[config.mk]
export PLATFORM = sky130hd
export DESIGN_NAME = lvl_sense_port
export DESIGN_NICKNAME = d
export VERILOG_FILES = /design/src/rtl/lvl_sense_pkg.sv /design/src/rtl/lvl_sense_sync.sv /design/src/rtl/lvl_sense_pin.sv /design/src/rtl/lvl_sense_latch.sv /design/src/rtl/lvl_sense_port.sv
export SDC_FILE = /design/constraint.sdc
export NUM_CORES = 1
export LEC_CHECK = 0
export CAP_MARGIN = 5
export CORE_MARGIN = 3
export CORE_UTILIZATION = 25
export DETAILED_ROUTE_END_ITERATION = 8
export PLACE_DENSITY = 0.39
export SLEW_MARGIN = 10
export SYNTH_ARGS = -nofsm -noshare
export SYNTH_HDL_FRONTEND = slang
export SYNTH_HIERARCHICAL = 1
export SYNTH_SLANG_ARGS = --single-unit
[constraint.sdc]
create_clock -name clk -period 5.51 [get_ports clk]
set_input_delay 1.102 -clock clk [delete_from_list [all_inputs] [get_ports clk]]
set_output_delay 1.102 -clock clk [all_outputs]
set_load 0.01 [all_outputs]
[src/rtl/lvl_sense_pkg.sv]
package lvl_sense_pkg;

  typedef enum logic [1:0] {
    SENSE_OFF  = 2'd0,
    SENSE_RSVD = 2'd1,
    SENSE_HIGH = 2'd2,
    SENSE_LOW  = 2'd3
  } sense_e;

  typedef struct packed {
    logic   disc;
    sense_e sense;
  } pin_cfg_t;

  localparam int unsigned CFG_W       = $bits(pin_cfg_t);
  localparam int unsigned REG_IN      = 0;
  localparam int unsigned REG_LATCH   = 1;
  localparam int unsigned REG_MODE    = 2;
  localparam pin_cfg_t    CFG_RESET   = '{disc: 1'b1, sense: SENSE_OFF};

endpackage

[src/rtl/lvl_sense_sync.sv]
module lvl_sense_sync #(
  parameter int unsigned WIDTH  = 32,
  parameter int unsigned STAGES = 2
) (
  input  logic             clk,
  input  logic             rst_n,
  input  logic [WIDTH-1:0] d_i,
  output logic [WIDTH-1:0] q_o
);

  logic [WIDTH-1:0] stage_q [STAGES];

  generate
    for (genvar s = 0; s < STAGES; s++) begin : g_stage
      logic [WIDTH-1:0] stage_d;
      if (s == 0) begin : g_first
        assign stage_d = d_i;
      end else begin : g_rest
        assign stage_d = stage_q[s-1];
      end
      always_ff @(posedge clk or negedge rst_n) begin
        if (!rst_n) stage_q[s] <= '0;
        else        stage_q[s] <= stage_d;
      end
    end
  endgenerate

  assign q_o = stage_q[STAGES-1];

endmodule

[src/rtl/lvl_sense_pin.sv]
module lvl_sense_pin
  import lvl_sense_pkg::*;
#(
  parameter int unsigned REARM = 3
) (
  input  logic     clk,
  input  logic     rst_n,
  input  logic     in_i,
  input  pin_cfg_t cfg_i,
  output logic     det_o
);

  localparam int unsigned CW = $clog2(REARM + 1);
  localparam logic [CW-1:0] FULL = CW'(REARM);

  logic [CW-1:0] quiet_q, quiet_d;
  logic          det_q;
  logic          match;
  logic          armed;

  always_comb begin
    match = 1'b0;
    if (!cfg_i.disc) begin
      unique case (cfg_i.sense)
        SENSE_HIGH: match = in_i;
        SENSE_LOW:  match = !in_i;
        default:    match = 1'b0;
      endcase
    end
  end

  assign armed = (quiet_q == FULL);
  assign det_o = match && (armed || det_q);

  always_comb begin
    if (match)      quiet_d = '0;
    else if (armed) quiet_d = quiet_q;
    else            quiet_d = quiet_q + 1'b1;
  end

  always_ff @(posedge clk or negedge rst_n) begin
    if (!rst_n) begin
      quiet_q <= FULL;
      det_q   <= 1'b0;
    end else begin
      quiet_q <= quiet_d;
      det_q   <= det_o;
    end
  end

endmodule

[src/rtl/lvl_sense_latch.sv]
module lvl_sense_latch #(
  parameter int unsigned NUM_PINS = 32
) (
  input  logic                clk,
  input  logic                rst_n,
  input  logic [NUM_PINS-1:0] pin_det_i,
  input  logic                clr_en_i,
  input  logic [NUM_PINS-1:0] clr_mask_i,
  output logic [NUM_PINS-1:0] latch_o,
  output logic                ldet_o
);

  logic [NUM_PINS-1:0] latch_q, latch_d, clr_eff;
  logic                ldet_q, ldet_d;

  always_comb begin
    clr_eff = clr_en_i ? clr_mask_i : '0;
    latch_d = (latch_q & ~clr_eff) | pin_det_i;
    ldet_d  = clr_en_i ? 1'b0 : (|latch_d);
  end

  always_ff @(posedge clk or negedge rst_n) begin
    if (!rst_n) begin
      latch_q <= '0;
      ldet_q  <= 1'b0;
    end else begin
      latch_q <= latch_d;
      ldet_q  <= ldet_d;
    end
  end

  assign latch_o = latch_q;
  assign ldet_o  = ldet_q;

endmodule

[src/rtl/lvl_sense_port.sv]
module lvl_sense_port
  import lvl_sense_pkg::*;
#(
  parameter int unsigned NUM_PINS    = 32,
  parameter int unsigned SYNC_STAGES = 2,
  parameter int unsigned REARM       = 3,
  parameter int unsigned ADDR_W      = $clog2(NUM_PINS) + 1
) (
  input  logic                clk,
  input  logic                rst_n,
  input  logic [NUM_PINS-1:0] pad_i,
  input  logic                reg_we,
  input  logic [ADDR_W-1:0]   reg_addr,
  input  logic [NUM_PINS-1:0] reg_wdata,
  output logic [NUM_PINS-1:0] reg_rdata,
  output logic                detect_o
);

  localparam int unsigned IDX_W = ADDR_W - 1;

  logic [NUM_PINS-1:0] sync_in;
  logic [NUM_PINS-1:0] in_val;
  logic [NUM_PINS-1:0] pin_det;
  logic [NUM_PINS-1:0] cfg_disc;
  logic [NUM_PINS-1:0] latch_q;
  logic                ldet_q;
  logic                mode_q, mode_d, mode_en;
  logic                cfg_sel;
  logic [IDX_W-1:0]    idx;
  logic                glb_we, lat_clr;
  pin_cfg_t            cfg_q [NUM_PINS];

  assign cfg_sel = reg_addr[ADDR_W-1];
  assign idx     = reg_addr[IDX_W-1:0];
  assign glb_we  = reg_we && !cfg_sel;
  assign lat_clr = glb_we && (idx == IDX_W'(REG_LATCH)) && (|reg_wdata);

  lvl_sense_sync #(.WIDTH(NUM_PINS), .STAGES(SYNC_STAGES)) u_sync (
    .clk   (clk),
    .rst_n (rst_n),
    .d_i   (pad_i),
    .q_o   (sync_in)
  );

  generate
    for (genvar p = 0; p < NUM_PINS; p++) begin : g_pin
      pin_cfg_t cfg_d;
      logic     cfg_en;

      assign cfg_en = reg_we && cfg_sel && (idx == IDX_W'(p));
      assign cfg_d  = pin_cfg_t'(reg_wdata[CFG_W-1:0]);

      always_ff @(posedge clk or negedge rst_n) begin
        if (!rst_n)      cfg_q[p] <= CFG_RESET;
        else if (cfg_en) cfg_q[p] <= cfg_d;
      end

      assign cfg_disc[p] = cfg_q[p].disc;
      assign in_val[p]   = sync_in[p] && !cfg_q[p].disc;

      lvl_sense_pin #(.REARM(REARM)) u_pin (
        .clk   (clk),
        .rst_n (rst_n),
        .in_i  (sync_in[p]),
        .cfg_i (cfg_q[p]),
        .det_o (pin_det[p])
      );
    end
  endgenerate

  lvl_sense_latch #(.NUM_PINS(NUM_PINS)) u_latch (
    .clk        (clk),
    .rst_n      (rst_n),
    .pin_det_i  (pin_det),
    .clr_en_i   (lat_clr),
    .clr_mask_i (reg_wdata),
    .latch_o    (latch_q),
    .ldet_o     (ldet_q)
  );

  assign mode_en = glb_we && (idx == IDX_W'(REG_MODE));
  assign mode_d  = reg_wdata[0];

  always_ff @(posedge clk or negedge rst_n) begin
    if (!rst_n)       mode_q <= 1'b0;
    else if (mode_en) mode_q <= mode_d;
  end

  always_comb begin
    reg_rdata = '0;
    if (cfg_sel) begin
      if (32'(idx) < NUM_PINS) reg_rdata[CFG_W-1:0] = cfg_q[idx];
    end else begin
      case (32'(idx))
        REG_IN:    reg_rdata = in_val;
        REG_LATCH: reg_rdata = latch_q;
        REG_MODE:  reg_rdata[0] = mode_q;
        default:   reg_rdata = '0;
      endcase
    end
  end

  assign detect_o = mode_q ? ldet_q : (|pin_det);

endmodule

Word level (Yosys, flattened, before mapping)
Index checks and enable logic that the tools add are counted.

storage, ports and cells
  register bits = 290
  input bits = 73
  output and inout bits = 33
  logic and storage cells = 669

cells by class
  add/subtract/negate cells = 32
  order comparisons = 1
  eq/ne operators = 159
  mux-type cells = 138
  bitwise gates (word level) = 4
  reductions and logical operators = 202

operators with widths
  operator                                                  count
  equality test 2 bit, second input constant                96
  two-way mux 2 bit                                         64
  logical AND 1 bit                                         101
  OR reduction 32 bit                                       3
  equality test 5 bit, second input constant                16
  logical NOT 1 bit                                         65
  adder 2 x 1 -> 2 bit, second input constant               32
  != test 2 x 1 -> 1 bit, second input constant             32
  one-hot mux 1 bit (2 select lines)                        32
  one-hot mux 31 bit (2 select lines)                       1
  equality test 5 x 4 -> 1 bit, second input constant       8
  two-way mux 1 bit                                         34
  bitwise AND 32 bit                                        1
  logical OR 1 bit                                          32
  two-way mux 32 bit                                        1
  NOT 32 bit                                                1
  bitwise OR 32 bit                                         1
  two-way mux 29 bit                                        1
  equality test 5 x 3 -> 1 bit, second input constant       4
  binary-select mux 3 bit (select 5 bit)                    1
  equality test 5 x 2 -> 1 bit, second input constant       2
  two-way mux 3 bit                                         3
  greater-or-equal comparator 6 bit, second input constant  1
  NOT 5 -> 6 bit                                            1
  3 further kinds                                           3

Logic depth before layout (Yosys ltp)
  depth after elaboration = 10
  gate-level depth with buffers = 11

Cells and area by module
The synthesis kept the hierarchy.

by module, submodules not included
  module           times used  cells each  area each (um^2)  seq. area each (um^2)
  lvl_sense_port   1           471         5506.5            2467.4
  lvl_sense_pin    32          11          143.9             77.6
  lvl_sense_sync   1           64          1601.5            1601.5
  lvl_sense_latch  1           122         1480.2            825.8

Worst setup path before layout
Ideal clock, no wire load.

  kind = in2out
  start = in reg_addr[0]
  end = out reg_rdata[0]
  arrival = 2376 ps
  required time = 4408 ps
  path slack = 2032 ps
  stages on the path = 5
  buffers on the path = 1
  cells stage by stage = buf_6 -> mux4_1 -> mux2_2 -> a221oi_2 -> o32ai_1

between the ends
  longest elaborated chain between the ends = 5
  elaborated cells on any way between the ends = 9
  those cells by class = 2 x eq/ne; 5 x mux; 1 x bitwise; 1 x reduce/logical

RTL lines
  item                                                   RTL line              RTL
  start: declaration                                     lvl_sense_port.sv:13  input logic [ADDR_W-1:0] reg_addr,
  NOT 5 -> 6 bit (implied by the code)                   lvl_sense_port.sv:92  if (32'(idx) < NUM_PINS) reg_rdata[CFG_W-1:0] = cfg_q[idx];
  binary-select mux 3 bit (select 5 bit)                 lvl_sense_port.sv:92
  two-way mux 3 bit (implied by the code) (2 in series)  lvl_sense_port.sv:92
  two-way mux 3 bit (*)                                  lvl_sense_port.sv:91  if (cfg_sel) begin
  end: declaration                                       lvl_sense_port.sv:15  output logic [NUM_PINS-1:0] reg_rdata,

Every way passes the cells marked *; elsewhere a longest branch is shown, timed or not. The select of a mux whose other input is x is not followed.

Worst setup path in the final report
  start = in reg_addr[3]
  end = out reg_rdata[0]

Same word-level chain as after synthesis.

==> results.txt <==
The number of buffers inserted during clock tree synthesis came out at 36. The worst setup path is of the in2out kind. The global-route track usage on met1 is 21.0%. Buffers added to address setup during post-CTS repair amount to 0. The tools report the post-detailed-placement half-perimeter wirelength as 28800 um. The met3 track demand over resource in global routing is 3.01%, and the mean instance size in the synthesized netlist is 13.1 um2. Netlist area before placement: 13200 um2. Setup repair after global routing left no endpoint under its margin.

Adding up every negative setup slack in the final design gives 0 ns. The number of nets with antenna violations after routing was 0; the count of flip-flops with a built-in enable after synthesis was 0. The initialized floorplan defines 83 standard-cell rows. The number of nets handed over by synthesis was 1114.

The highest achievable clock rate came out at 201 MHz. The most common cell in the netlist is sky130_fd_sc_hd__dfrtp_1. After detailed routing, the number of vias per cell comes to 4.69.

Combinational logic burns 23.9% of the power. In the synthesized netlist the dominant register cell turns out to be sky130_fd_sc_hd__dfrtp_1. The longest clock path from root to sink contains 3 buffers.

The switching share of power came out at 29.8%. IR analysis of the VDD net gives a maximum drop of 0.187 mV. The congestion estimate from routability-driven global placement came to 0.787. For the power consumption, the log shows 7.46 mW. The most prevalent standard cell on the critical path was sky130_fd_sc_hd__clkdlybuf4s50_1. The worst setup path is launched from an input pin. The share of the Yosys chip area taken by registers is 55.9%. For this design the static power due to leakage is 7.36 nW.

The count of yosys warnings during synthesis is 6, and the sequential share of power is 43.5%. For the fill cell instance count of the final layout, the log shows 5256. The worst setup path is captured at an output port. The first global-routing pass estimated 61400 um of wire. Per report_power, the clock group accounts for 32.6% of the total. For this block, the initial DRC count from the detailed router was 429.

The run finished with clean final reports. Subtracting the final worst setup slack from the clock period gives 4.98 ns. For the gate count of the mapped netlist, the log shows 1009. The wire length reported by the detailed router was 40200 um. The number of antenna violations at the first check in global routing is 2.

The commonest cells after synthesis are 194 x sky130_fd_sc_hd__dfrtp_1, 101 x sky130_fd_sc_hd__mux2_2, 96 x sky130_fd_sc_hd__dfstp_2. Yosys mapped the design onto 48 distinct sky130hd cell types. The clock root buffer is sky130_fd_sc_hd__clkbuf_16.

The type of the tightest min-delay check is reg2reg. TritonCTS built the clock tree. For this run, the slowest stage of the critical path takes 0.66 ns.

The actual slew at the worst max-slew pin was 0.845 ns. Dividing the detail-routed wire length by the instance count gives 21.7 um. Relative to the synthesized area, the layout overhead comes to 23.6%. The floorplan core area was 51700 um2.

During I/O placement, the number of pins put on the boundary was 106. The final setup slack of the worst path was 0.529 ns. Data on the critical path is required at its endpoint by 4.41 ns. In this run the cell area measured after placement is 15100 um2. The number of cells upsized or downsized after cts came out at 0. Global routing consumed, on the met2 layer, 22.3% of the routing resources. Via count: 8670. The total count of max-transition violations in the final report came out at 0. The run gives 3.88 ns as the arrival time at the worst endpoint.

The gate family responsible for the most delay along the worst path is buffers and inverters. From left edge to right edge, the die measures 236 um. In this run the power density over the cells is 457 nW/um2.

Of the cells placed in the final design, the portion with a size suffix greater than 1 is 27.1%. The cell with the largest stage delay on the worst path is sky130_fd_sc_hd__clkdlybuf4s50_1. After layout, the worst path uses 90.4% of the clock period.

The number of global-route vias before repair is 9393, and the number of sinks handled by clock tree synthesis is 290. The number of iterations in the first detailed-routing pass was 5; the height of the die was 236 um. Die area: 55600 um2. The global router's overall resource usage was 14.5%.

The finished cells cover 16300 um2. The number of antenna cells inserted is 0, and the proportion of register bits with asynchronous set or reset after synthesis is 100%. Number of failing hold endpoints at the final stage: 0. The highest-utilization routing layer at the global route stage is met2. The count of port buffers added during placement is 105, and the largest driver fanout on the critical path is 14. Global routing finished with a remaining overflow of 0. On the final layout, the worst clock skew is 0.0182 ns. The internal portion of the total power is 5.23 mW. Together, buffers and inverters on the worst path number 3. The post-synthesis sequential element count was 290; the final setup violation count was 0. After clock tree synthesis, the clock-pin slew on the worst setup and hold paths is 0.06 ns. The count of nets after finishing was 1246.

The max-capacitance violation count is 0, and the post-route DRC violation count is 0. Level count of the clock H-tree: 2. Cell accounting for the most synthesized area: sky130_fd_sc_hd__dfrtp_1.

The clock reaches the later pin of the worst-skew pair after 0.55 ns. The logs give 2.23 mW for the power spent charging and discharging nets and 25.5% for the initial cell density of the core. The tools report the pre-CTS setup slack as 0.609 ns.

Measured against its own limit, the worst slew margin works out to 42.2%. The number of hold buffers added after CTS was 0. Traced cell by cell, the critical path runs through clkdlybuf4s50_1 -> buf_4 -> or3b_1 -> o221ai_1 -> a221oi_2 -> o32ai_1 -> clkdlybuf4s50_1. After synthesis, the cell types taking the most area are sky130_fd_sc_hd__dfrtp_1 37%, sky130_fd_sc_hd__dfstp_2 19%, sky130_fd_sc_hd__mux2_2 8.6%, sky130_fd_sc_hd__xor2_1 4.2%, sky130_fd_sc_hd__mux2i_1 3.6%.

The fraction of post-synthesis cell area in the top cell type by area came out at 36.8%. The tools report the pin count of the biggest net entering global routing as 108.
-- cells by family (layout without fill, tap and decap cells) --
group	Yosys count	in the layout	synth area share (%)
buffers and inverters	66	226	2.35
muxes	165	165	15.2
xor gates and xnor gates	64	64	4.25
and+or+nand+nor	195	195	7.74
DFF	290	290	55.9
adders and majority gates	32	32	3.03
AOI/OAI and AO/OA	197	197	11.5
-- layout by cell type (no fill, tap or decap), types with 5 or more instances in the layout --
cell / synthesis / layout
sky130_fd_sc_hd__ha_1: 32 / 32
sky130_fd_sc_hd__clkbuf_16: 0 / 37
sky130_fd_sc_hd__a21oi_1: 66 / 66
sky130_fd_sc_hd__a2111oi_0: 8 / 8
sky130_fd_sc_hd__nor2_1: 56 / 56
sky130_fd_sc_hd__inv_1: 33 / 33
sky130_fd_sc_hd__xor2_1: 64 / 64
sky130_fd_sc_hd__buf_4: 2 / 20
sky130_fd_sc_hd__o211a_1: 32 / 32
sky130_fd_sc_hd__mux4_1: 8 / 8
sky130_fd_sc_hd__a2111oi_2: 5 / 5
sky130_fd_sc_hd__clkbuf_1: 17 / 6
sky130_fd_sc_hd__nand4_1: 8 / 8
sky130_fd_sc_hd__nand2_1: 30 / 30
sky130_fd_sc_hd__mux2i_1: 48 / 48
sky130_fd_sc_hd__clkinv_2: 0 / 8
sky130_fd_sc_hd__clkdlybuf4s50_1: 0 / 102
sky130_fd_sc_hd__nor4_1: 16 / 16
sky130_fd_sc_hd__dfrtp_1: 194 / 194
sky130_fd_sc_hd__o221ai_1: 6 / 6
sky130_fd_sc_hd__dfstp_2: 96 / 96
sky130_fd_sc_hd__mux4_2: 8 / 8
sky130_fd_sc_hd__nor2b_1: 39 / 39
sky130_fd_sc_hd__a21boi_0: 7 / 7
sky130_fd_sc_hd__a32oi_1: 29 / 29
sky130_fd_sc_hd__a21boi_1: 9 / 9
sky130_fd_sc_hd__clkbuf_8: 0 / 11
sky130_fd_sc_hd__a21o_1: 16 / 16
sky130_fd_sc_hd__and2_1: 9 / 9
sky130_fd_sc_hd__mux2_2: 101 / 101
sky130_fd_sc_hd__or2_2: 17 / 17
-- power groups by stage --
| stage | clock network [mW] | logic [mW] | registers, mW |
|---|---|---|---|
| floorplan | 0 | 1.34 | 3.14 |
| global placement | 0 | 1.75 | 3.28 |
| detailed placement | 0 | 1.80 | 3.28 |
| CTS | 2.53 | 1.81 | 3.26 |
| global route | 2.63 | 2.02 | 3.32 |
| finish | 2.43 | 1.78 | 3.25 |
-- through the flow --
stage                     hold WS [ns]  util, %  std cells
after detailed placement         0.335     29.2       1783
final                            0.342     31.5       1849
after floorplan                  0.331        -       1009
after global routing             0.350     31.5       1849
after global placement           0.334     29.2       1783
after CTS                        0.340     31.5       1849
-- area by class of cell --
class / instances / area (um2) / share of cell area (%)
flip-flops and latches: 290 / 7380 / 45.2
multi-input cells: 653 / 5510 / 33.8
repair buffers: 127 / 1240 / 7.58
clock buffers: 54 / 1100 / 6.74
well taps: 680 / 851 / 5.22
inverters: 33 / 124 / 0.759
clock inverters: 12 / 118 / 0.721
-- metal layers --
layer / vias to the layer above / share of wire [%]
li1: 3981 / -
met1: 4474 / 49
met2: 166 / 45
met3: 49 / 4.2
met4: 0 / 1.5
met5: - / 0
-- flip-flops by register name, summed over array words and instances (netlist names), 32 cells and up --
name	cells
u_latch/latch_o	32
g_pin.u_pin/quiet_q	64
cfg_q	64
g_pin.u_pin/det_q	32
u_sync/q_o	32
cfg_disc	32
u_sync/g_stage.stage_d	32
-- final timing paths --
kind                                                 endpoint  slack, ns                         start  cells after the start
max in group asynchronous                       u_sync/q_o[9]       3.69                         rst_n                      2
worst max register to register                 u_latch/ldet_o       3.05     g_pin[5].u_pin/quiet_q[0]                      5
min in group asynchronous       u_sync/g_stage[1].stage_d[24]       0.50                         rst_n                      1
worst max-delay path                             reg_rdata[0]       0.53                   reg_addr[3]                      7
worst min register to register                  u_sync/q_o[2]       0.34  u_sync/g_stage[1].stage_d[2]                      0
worst min-delay path                            u_sync/q_o[2]       0.34  u_sync/g_stage[1].stage_d[2]                      0
-- worst reg2reg max path, delay by kind of cell, from the launching register on --
| kind | cells | cell delay (ns) |
|---|---|---|
| AOI/OAI and AO/OA | 3 | 1.33 |
| and+or+nand+nor | 1 | 0.40 |
| adders and majority gates | 1 | 0.24 |
| DFF | 1 | 0.37 |
No activity file was read; power rests on OpenSTA's default activity.
